==> src/rtl/wdt_guard_pkg.sv <==
package wdt_guard_pkg;
  localparam logic [7:0] WR_KEY = 8'h5A;
  localparam logic [7:0] RD_TAG = 8'h69;
  localparam logic [1:0] A_CTRL = 2'd0;
  localparam logic [1:0] A_FLAG = 2'd1;
  localparam logic [1:0] A_IEN  = 2'd2;

  typedef struct packed {
    logic       hold;
    logic [1:0] spare;
    logic       interval;
    logic       clr;
    logic       slow_sel;
    logic [1:0] tap;
  } ctrl_t;
endpackage

==> src/rtl/wdt_guard_regs.sv <==
module wdt_guard_regs
  import wdt_guard_pkg::*;
(
  input  logic        clk_i,
  input  logic        rst_ni,
  input  logic        wr_i,
  input  logic [15:0] wdata_i,
  output ctrl_t       ctrl_o,
  output logic        clr_o,
  output logic        bad_key_o
);
  ctrl_t ctrl_q;
  logic  key_ok;

  assign key_ok    = (wdata_i[15:8] == WR_KEY);
  assign bad_key_o = wr_i && !key_ok;
  assign clr_o     = wr_i && key_ok && wdata_i[3];
  assign ctrl_o    = ctrl_q;

  always_ff @(posedge clk_i or negedge rst_ni) begin
    if (!rst_ni) begin
      ctrl_q <= '0;
    end else if (wr_i && key_ok) begin
      ctrl_q     <= ctrl_t'(wdata_i[7:0]);
      ctrl_q.clr <= 1'b0;  // command bit, never stored
    end
  end

  assert_badkey_keep_R3: assert property (@(posedge clk_i) disable iff (!rst_ni)
    bad_key_o |=> $stable(ctrl_q));
endmodule

==> src/rtl/wdt_guard_cnt.sv <==
module wdt_guard_cnt #(
  parameter int CNT_W = 16,
  parameter int TAP_LOG [4] = '{15, 13, 9, 6}
) (
  input  logic       clk_i,
  input  logic       rst_ni,
  input  logic       tick_i,
  input  logic       hold_i,
  input  logic       clr_i,
  input  logic [1:0] tap_sel_i,
  output logic       expire_o
);
  logic [CNT_W-1:0] cnt_q;
  logic [CNT_W-1:0] tap_last [4];

  for (genvar g = 0; g < 4; g++) begin : g_tap
    assign tap_last[g] = CNT_W'((64'd1 << TAP_LOG[g]) - 64'd1);
  end

  // >= so that shrinking the tap mid-count still expires promptly
  assign expire_o = tick_i && !hold_i && !clr_i && (cnt_q >= tap_last[tap_sel_i]);

  always_ff @(posedge clk_i or negedge rst_ni) begin
    if (!rst_ni)                cnt_q <= '0;
    else if (clr_i)             cnt_q <= '0;
    else if (tick_i && !hold_i) cnt_q <= expire_o ? '0 : cnt_q + 1'b1;
  end

  assert_clear_R6: assert property (@(posedge clk_i) disable iff (!rst_ni)
    clr_i |=> (cnt_q == '0));
  assert_hold_R7: assert property (@(posedge clk_i) disable iff (!rst_ni)
    (hold_i && !clr_i) |=> $stable(cnt_q));
  assert_wrap_R9: assert property (@(posedge clk_i) disable iff (!rst_ni)
    expire_o |=> (cnt_q == '0));
endmodule

==> src/rtl/wdt_guard.sv <==
module wdt_guard
  import wdt_guard_pkg::*;
#(
  parameter int CNT_W = 16
) (
  input  logic        clk_i,
  input  logic        rst_ni,
  input  logic        fast_tick_i,
  input  logic        slow_tick_i,
  input  logic        wr_i,
  input  logic [1:0]  addr_i,
  input  logic [15:0] wdata_i,
  output logic [15:0] rdata_o,
  output logic        rst_req_o,
  output logic        irq_o,
  output logic        flag_o,
  output logic        ien_o
);
  ctrl_t ctrl;
  logic  clr, bad_key, expire, tick;
  logic  flag_q, ien_q, rst_req_q;
  logic  wr_flag, wr_ien;

  assign wr_flag = wr_i && (addr_i == A_FLAG);
  assign wr_ien  = wr_i && (addr_i == A_IEN);
  assign tick    = ctrl.slow_sel ? slow_tick_i : fast_tick_i;

  wdt_guard_regs u_regs (
    .clk_i, .rst_ni,
    .wr_i      (wr_i && (addr_i == A_CTRL)),
    .wdata_i,
    .ctrl_o    (ctrl),
    .clr_o     (clr),
    .bad_key_o (bad_key)
  );

  wdt_guard_cnt #(.CNT_W(CNT_W)) u_cnt (
    .clk_i, .rst_ni,
    .tick_i    (tick),
    .hold_i    (ctrl.hold),
    .clr_i     (clr),
    .tap_sel_i (ctrl.tap),
    .expire_o  (expire)
  );

  always_ff @(posedge clk_i or negedge rst_ni) begin
    if (!rst_ni) begin
      flag_q    <= 1'b0;
      ien_q     <= 1'b0;
      rst_req_q <= 1'b0;
    end else begin
      rst_req_q <= bad_key || (expire && !ctrl.interval);
      if (expire && ctrl.interval) flag_q <= 1'b1;
      else if (wr_flag)            flag_q <= wdata_i[0];
      if (wr_ien) ien_q <= wdata_i[0];
    end
  end

  always_comb begin
    unique case (addr_i)
      A_CTRL:  rdata_o = {RD_TAG, ctrl};
      A_FLAG:  rdata_o = {15'd0, flag_q};
      A_IEN:   rdata_o = {15'd0, ien_q};
      default: rdata_o = '0;
    endcase
  end

  assign rst_req_o = rst_req_q;
  assign flag_o    = flag_q;
  assign ien_o     = ien_q;
  assign irq_o     = flag_q && ien_q;

  assert_badkey_rst_R3: assert property (@(posedge clk_i) disable iff (!rst_ni)
    bad_key |=> rst_req_o);
  assert_interval_noreset_R9: assert property (@(posedge clk_i) disable iff (!rst_ni)
    (expire && ctrl.interval && !bad_key) |=> !rst_req_o);
  assert_flag_sticky_R9: assert property (@(posedge clk_i) disable iff (!rst_ni)
    (flag_o && !(wr_flag && !wdata_i[0])) |=> flag_o);
  assert_watchdog_pulse_R8: assert property (@(posedge clk_i) disable iff (!rst_ni)
    (expire && !ctrl.interval) |=> rst_req_o);
endmodule

==> config.mk <==
export PLATFORM = sky130hd
export DESIGN_NAME = wdt_guard
export DESIGN_NICKNAME = d
export VERILOG_FILES = /design/src/rtl/wdt_guard_pkg.sv /design/src/rtl/wdt_guard_regs.sv /design/src/rtl/wdt_guard_cnt.sv /design/src/rtl/wdt_guard.sv
export SDC_FILE = /design/constraint.sdc
export NUM_CORES = 1
export LEC_CHECK = 0
export BUFFER_PORTS_ARGS = -buffer_cell sky130_fd_sc_hd__buf_2
export CAP_MARGIN = 15
export CORE_ASPECT_RATIO = 0.5
export CORE_MARGIN = 2
export CORE_UTILIZATION = 45
export CTS_BUF_LIST = sky130_fd_sc_hd__clkbuf_4
export DETAILED_ROUTE_END_ITERATION = 16
export GPL_TIMING_DRIVEN = 0
export PLACE_DENSITY = 0.81
export REMOVE_ABC_BUFFERS = 1
export SYNTH_ARGS = -nofsm -noshare
export SYNTH_HDL_FRONTEND = slang
export SYNTH_SLANG_ARGS = --single-unit
==> constraint.sdc <==
create_clock -name clk_i -period 2.31 [get_ports clk_i]
set_clock_uncertainty 0.1 [all_clocks]
set_input_delay 0.1155 -clock clk_i [delete_from_list [all_inputs] [get_ports clk_i]]
set_output_delay 0.1155 -clock clk_i [all_outputs]
set_load 0.01 [all_outputs]
==> results of run 1 <==
-- kinds of logic after synthesis --
| logic type | count (synthesis) | share of synthesized area |
|---|---|---|
| xor+xnor | 14 | 0.0725 |
| fa+ha+maj | 7 | 0.0518 |
| flops | 26 | 0.385 |
| compound gates | 26 | 0.112 |
| simple gates | 72 | 0.241 |
| mux | 11 | 0.0717 |
| other cells | 1 | 0.00222 |
| buf+inv | 14 | 0.0636 |
-- area by class of cell --
class,count,area (sq um),area share
clock buffers,3,22.5,0.0110
clock inverters,1,3.75,0.00183
inverters,3,11.3,0.00549
multi-input cells,136,1000,0.489
flip-flops and latches,26,652,0.318
well taps,51,63.8,0.0311
repair buffers,49,295,0.144
-- synthesized netlist by cell type --
cell type  instances  share of area
mux2i_1            2          0.012
a221o_1            1         0.0059
nor4bb_1           2          0.012
nor3b_2            1         0.0074
nand3b_1           3          0.013
o21ai_2           10          0.052
nor2b_1            2         0.0074
a21oi_1            1         0.0030
nand3_4            2          0.021
or2_2              1         0.0037
and2_1             8          0.030
nand3_1            9          0.027
nor3_1             3         0.0089
a31oi_1            1         0.0037
nand4_1            5          0.018
and3_1             2         0.0074
ha_1               7          0.052
buf_12             1          0.012
buf_4              8          0.036
o22ai_1            1         0.0037
a41o_1             2          0.012
dfrtp_1           26           0.38
buf_2              1         0.0030
mux2_2             9          0.060
and4b_1            1         0.0059
conb_1             1         0.0022
inv_1              3         0.0067
o21ai_0            8          0.024
nor2_1             7          0.016
nand2_1           23          0.051
xnor2_1            7          0.036
a211oi_1           1         0.0044
xor2_1             7          0.036
and3_2             3          0.013
buf_6              1         0.0067
a21o_1             1         0.0044
-- stage by stage --
stage | total power (W) | std cells | util
after floorplan | 0.000686 | 164 | -
after global placement | 0.000752 | 252 | 0.530
after detailed placement | 0.000767 | 253 | 0.532
after CTS | 0.000982 | 268 | 0.574
after global routing | 0.00103 | 269 | 0.585
final | 0.000974 | 269 | 0.585
-- worst min-delay path: stages --
cell and delay, ps:
buf_2 110, nand2_1 60, mux2_2 150
-- metal layers --
layer | wire length (um) | vias up
met2 | 1910 | 48
met4 | 57 | 0
met3 | 207 | 7
li1 | - | 692
met1 | 1670 | 683
met5 | 0 | -
-- worst max-delay path by stage --
stage	end	slack, ps	cells after the start
2_1_floorplan	u_cnt.cnt_q[12]	100	7
3_3_place_gp	u_cnt.cnt_q[2]	-120	7
3_5_place_dp	u_cnt.cnt_q[13]	-220	7
4_1_cts	u_cnt.cnt_q[13]	60	7
5_1_grt	u_cnt.cnt_q[15]	40	7
6_report	u_cnt.cnt_q[12]	100	7
-- what timing repair did --
action / 4_1_cts / 5_1_grt
gates cloned: 1 / 0
buffers inserted: 2 / 1
gates resized for setup: 7 / 8
endpoints found under the setup margin: 15 / 16
hold endpoints to repair: 34 / 0
hold buffers: 8 / 0
pin swaps: 0 / 4
-- registers in the layout, summed over array words and instances, names as in the netlist --
| name | count |
|---|---|
| u_regs.ctrl_o | 7 |
| rst_req_o | 1 |
| ien_o | 1 |
| u_cnt.cnt_q | 16 |
| flag_o | 1 |
-- power by group --
part | switching [W] | internal (W)
clock | 0.000137 | 0.0000636
combinational | 0.000113 | 0.000106
sequential | 0.0000537 | 0.000501
==> impl_metrics.env, run 1 <==
export IMPL_outcome="completed"
export IMPL_finalInstanceArea_sq_um=2050
export IMPL_die_height_um=47.4
export IMPL_r2r_start="u_regs.ctrl_o[1]"
export IMPL_postPlaceCellArea_sq_um=1870
export IMPL_critPathSlowestCell="dfrtp_2"
export IMPL_top_usage_layer="met2"
export IMPL_setup_violations=0
export IMPL_core_sq_um=3510
export IMPL_rsz0062_at_grt="no"
export IMPL_cap_violations=0
export IMPL_root_buffer="clkbuf_4"
export IMPL_powerDensity_nw_per_um2=475
export IMPL_synthDistinctLibCells=36
export IMPL_hold_ws_ps=30.0
export IMPL_gp_congestion=0.785
export IMPL_crit_buf_inv=0
export IMPL_holdPathStages=3
export IMPL_die_area_sq_um=4300
export IMPL_finalSetupTns_ps=0
export IMPL_drtIter0Drc=85
export IMPL_clkSlewWorstSetupHoldPaths_ps=140
export IMPL_min_from="wr_i"
export IMPL_grt_pass1_vias=1359
export IMPL_worst_slew_pin_slew_ps=568
export IMPL_num_vias=1430
export IMPL_worst_r2r_endpoint="u_cnt.cnt_q[12]"
export IMPL_mostFrequentLayoutCell="buf_2"
export IMPL_grt_antenna_before_repair=0
export IMPL_required_ps=2430
export IMPL_grtUsageMet1=0.223
export IMPL_cts_path_max_buffers=2
export IMPL_p_leak_nw=0.979
export IMPL_rrSetupSlack_ps=100
export IMPL_worst_slack_ps=100
export IMPL_crit_path_cell_trace="or2_4 -> ha_1 -> and4b_1 -> nand3_1 -> a221o_2 -> nand3_4 -> o21ai_0"
export IMPL_yosysSeqAreaShare=0.385
export IMPL_ant_nets=0
export IMPL_grt_usage=0.193
export IMPL_fp_dieW_um=90.7
export IMPL_dp_slack_ps=-220
export IMPL_groute_layer_met3_usage=0.0514
export IMPL_vdd_drop_max_mv=0.174
export IMPL_slew_violations=0
export IMPL_hpwlAfterDp_um=2510
export IMPL_ys_ff_latch=26
export IMPL_fill_cells=288
export IMPL_start_util=0.482
export IMPL_crit_type="reg -> reg"
export IMPL_htreeDepth=1
export IMPL_drt_pre_antenna_iters=4
export IMPL_max_freq_mhz=453
export IMPL_crit_family="simple AND/OR/NAND/NOR gates"
export IMPL_drc_errors=0
export IMPL_crit_fanout=8
export IMPL_grt_pass1_wl_um=6350
export IMPL_overflow=0
export IMPL_rr_worst_depth=7
export IMPL_hold_class="in -> reg"
export IMPL_portBuffers=37
export IMPL_tritoncts="built"
export IMPL_wl_per_cell_um=14.3
export IMPL_fin_nets=249
export IMPL_routed_wl_um=3840
export IMPL_crit_path_end_kind="flip-flop"
export IMPL_max_stage_delay_ps=440
export IMPL_grt_max_degree=27
export IMPL_clk_latency_ps=330
export IMPL_hold_violations=0
export IMPL_clock_sinks=26
export IMPL_fp_row_count=15
export IMPL_yosysWarnings=0
export IMPL_diodes=0
export IMPL_syn_area_per_cell_sq_um=9.89
export IMPL_arrival_ps=2330
export IMPL_cts_buffers=3
export IMPL_final_cell_mix="buf_2 (37), dfrtp_1 (25), nand2_1 (23), o21ai_2 (12), mux2_2 (9)"
export IMPL_synth_cell_area_sq_um=1690
export IMPL_synthCells=171
export IMPL_drive_gt1_frac=0.358
export IMPL_ios=43
export IMPL_via_per_inst=5.32
export IMPL_use_met2=0.370
export IMPL_hold_end="ien_o"
export IMPL_startpoint="u_regs.ctrl_o[1]"
export IMPL_min_period_over_period=0.956
export IMPL_fin_crit_ps=2210
export IMPL_syn2layout_area_growth_pct=21.3
export IMPL_critical_path_startpoint_type="flip-flop"
export IMPL_slew_headroom=0.621
(Power assumes the default switching activity.)
==> inputs of run 2 (changes only) <==
SETUP_SLACK_MARGIN = 0.5   (was unset)
==> impl_metrics.env, run 2 (synthesis gave the netlist of run 1 again) <==
export IMPL_largest_reg_flops=16
export IMPL_grt_pass1_wl_um=6480
export IMPL_htreeDepth=1
export IMPL_overflow=0
export IMPL_max_freq_mhz=465
export IMPL_num_vias=1476
export IMPL_via_per_inst=5.43
export IMPL_multi_input_comb_area_sq_um=1030
export IMPL_setup_violations=0
export IMPL_arrival_ps=2280
export IMPL_powerDensity_nw_per_um2=470
export IMPL_portBuffers=37
export IMPL_cts_path_max_buffers=2
export IMPL_die_area_sq_um=4300
export IMPL_drive_gt1_frac=0.389
export IMPL_outcome="completed"
export IMPL_ff_latch_area_sq_um=652
export IMPL_finalInstanceArea_sq_um=2100
export IMPL_crit_path_end_kind="flip-flop"
export IMPL_drc_errors=0
export IMPL_mostFrequentLayoutCell="buf_2"
export IMPL_crit_type="reg -> reg"
export IMPL_fin_total_pwr_w=0.000988
export IMPL_grt_usage=0.198
export IMPL_hold_class="in -> reg"
export IMPL_start_util=0.482
export IMPL_grt_antenna_before_repair=0
export IMPL_clk_latency_ps=330
export IMPL_vdd_drop_max_mv=0.199
export IMPL_highest_layer="met4"
export IMPL_grt_max_degree=27
export IMPL_cap_violations=0
export IMPL_ant_nets=0
export IMPL_wl_per_cell_um=14.5
export IMPL_hpwlAfterDp_um=2510
export IMPL_gp_congestion=0.785
export IMPL_tritoncts="built"
export IMPL_clock_sinks=26
export IMPL_root_buffer="clkbuf_4"
export IMPL_fin_nets=252
export IMPL_worst_slew_pin_slew_ps=577
export IMPL_syn2layout_area_growth_pct=24.3
export IMPL_p_leak_nw=1.00
export IMPL_wl_met1_um=1690
export IMPL_crit_fanout=8
export IMPL_hold_violations=0
export IMPL_critical_path_startpoint_type="flip-flop"
export IMPL_ios=43
export IMPL_wl_met2_um=1980
export IMPL_routed_wl_um=3940
export IMPL_diodes=0
export IMPL_drt_pre_antenna_iters=4
export IMPL_drtIter0Drc=102
export IMPL_grt_pass1_vias=1369
export IMPL_postPlaceCellArea_sq_um=1870
export IMPL_fp_dieW_um=90.7
export IMPL_regMostFlops="u_cnt.cnt_q"
export IMPL_required_ps=2440
export IMPL_core_sq_um=3510
export IMPL_rsz0062_at_grt="yes"
export IMPL_clkSlewWorstSetupHoldPaths_ps=140
export IMPL_slew_violations=0
export IMPL_final_cell_mix="buf_2 (37), dfrtp_1 (25), nand2_1 (23), o21ai_2 (16), mux2_2 (9)"
export IMPL_crit_path_cell_trace="or2_4 -> ha_4 -> and4b_1 -> nand3_1 -> a221o_2 -> nand3_4 -> o21ai_1"
export IMPL_fill_cells=274
export IMPL_slew_headroom=0.615
export IMPL_die_height_um=47.4
export IMPL_wl_met3_um=227
export IMPL_fin_crit_ps=2150
export IMPL_max_stage_delay_ps=450
export IMPL_hold_ws_ps=29.8
export IMPL_critPathSlowestCell="dfrtp_2"
export IMPL_fp_row_count=15
export IMPL_cts_buffers=3
export IMPL_min_period_over_period=0.931
## run 2: cell count changes in the layout (fill, tap and decap cells not counted)
cell,previous run,this run
o21ai_2,12,16
ha_4,1,2
o21ai_1,3,1
buf_4,4,7
o21ai_0,3,1
ha_1,6,5
## run 2: metal layers
metal	up-vias	global-route usage
met3	6	0.0449
met4	0	0.0738
li1	696	-
met2	56	0.375
met5	-	0
met1	718	0.233
## run 2: power by group
part / switching, W / internal, W
clock: 0.000136 / 0.0000636
combinational: 0.000120 / 0.000113
sequential: 0.0000544 / 0.000501
total: 0.000311 / 0.000677
## run 2: critical path, delay by kind of cell, from the launching register on
family	cells	cell delay, ps
adders and majority gates	1	270
and+or+nand+nor	4	770
DFF	1	450
AOI/OAI and AO/OA	2	460
## run 2: timing repair
item	CTS	global route
cloned	1	0
setup endpoints to repair	18	18
hold buffers	8	0
pin swaps	24	6
buffers inserted	4	2
gates resized for setup	20	2
hold endpoints to repair	34	0
## run 2: layout make-up
type | instances | area share
well taps | 51 | 0.0304
repair buffers | 52 | 0.151
clock buffers | 3 | 0.0107
multi-input cells | 136 | 0.490
clock inverters | 1 | 0.00179
inverters | 3 | 0.00536
flip-flops and latches | 26 | 0.310
## run 2: through the flow
step	setup slack, ps	setup TNS (ps)	cells	utilization
2_1_floorplan	104	0	164	-
3_5_place_dp	-220	-2240	253	0.532
4_1_cts	181	0	270	0.593
6_report	160	0	272	0.599
3_3_place_gp	-124	-1330	252	0.530
5_1_grt	101	0	272	0.599
## run 2: path summary, 6_finish.rpt
kind	depth (start not counted)	to	slack (ps)	start
max in group asynchronous	2	u_regs.ctrl_o[1]	1510	rst_ni
worst max register to register	7	u_cnt.cnt_q[12]	160	u_regs.ctrl_o[1]
worst min register to register	1	u_regs.ctrl_o[6]	420	u_regs.ctrl_o[6]
min in group asynchronous	2	u_cnt.cnt_q[15]	200	rst_ni
worst min-delay path	3	ien_o	30	wr_i
worst max-delay path	7	u_cnt.cnt_q[12]	160	u_regs.ctrl_o[1]
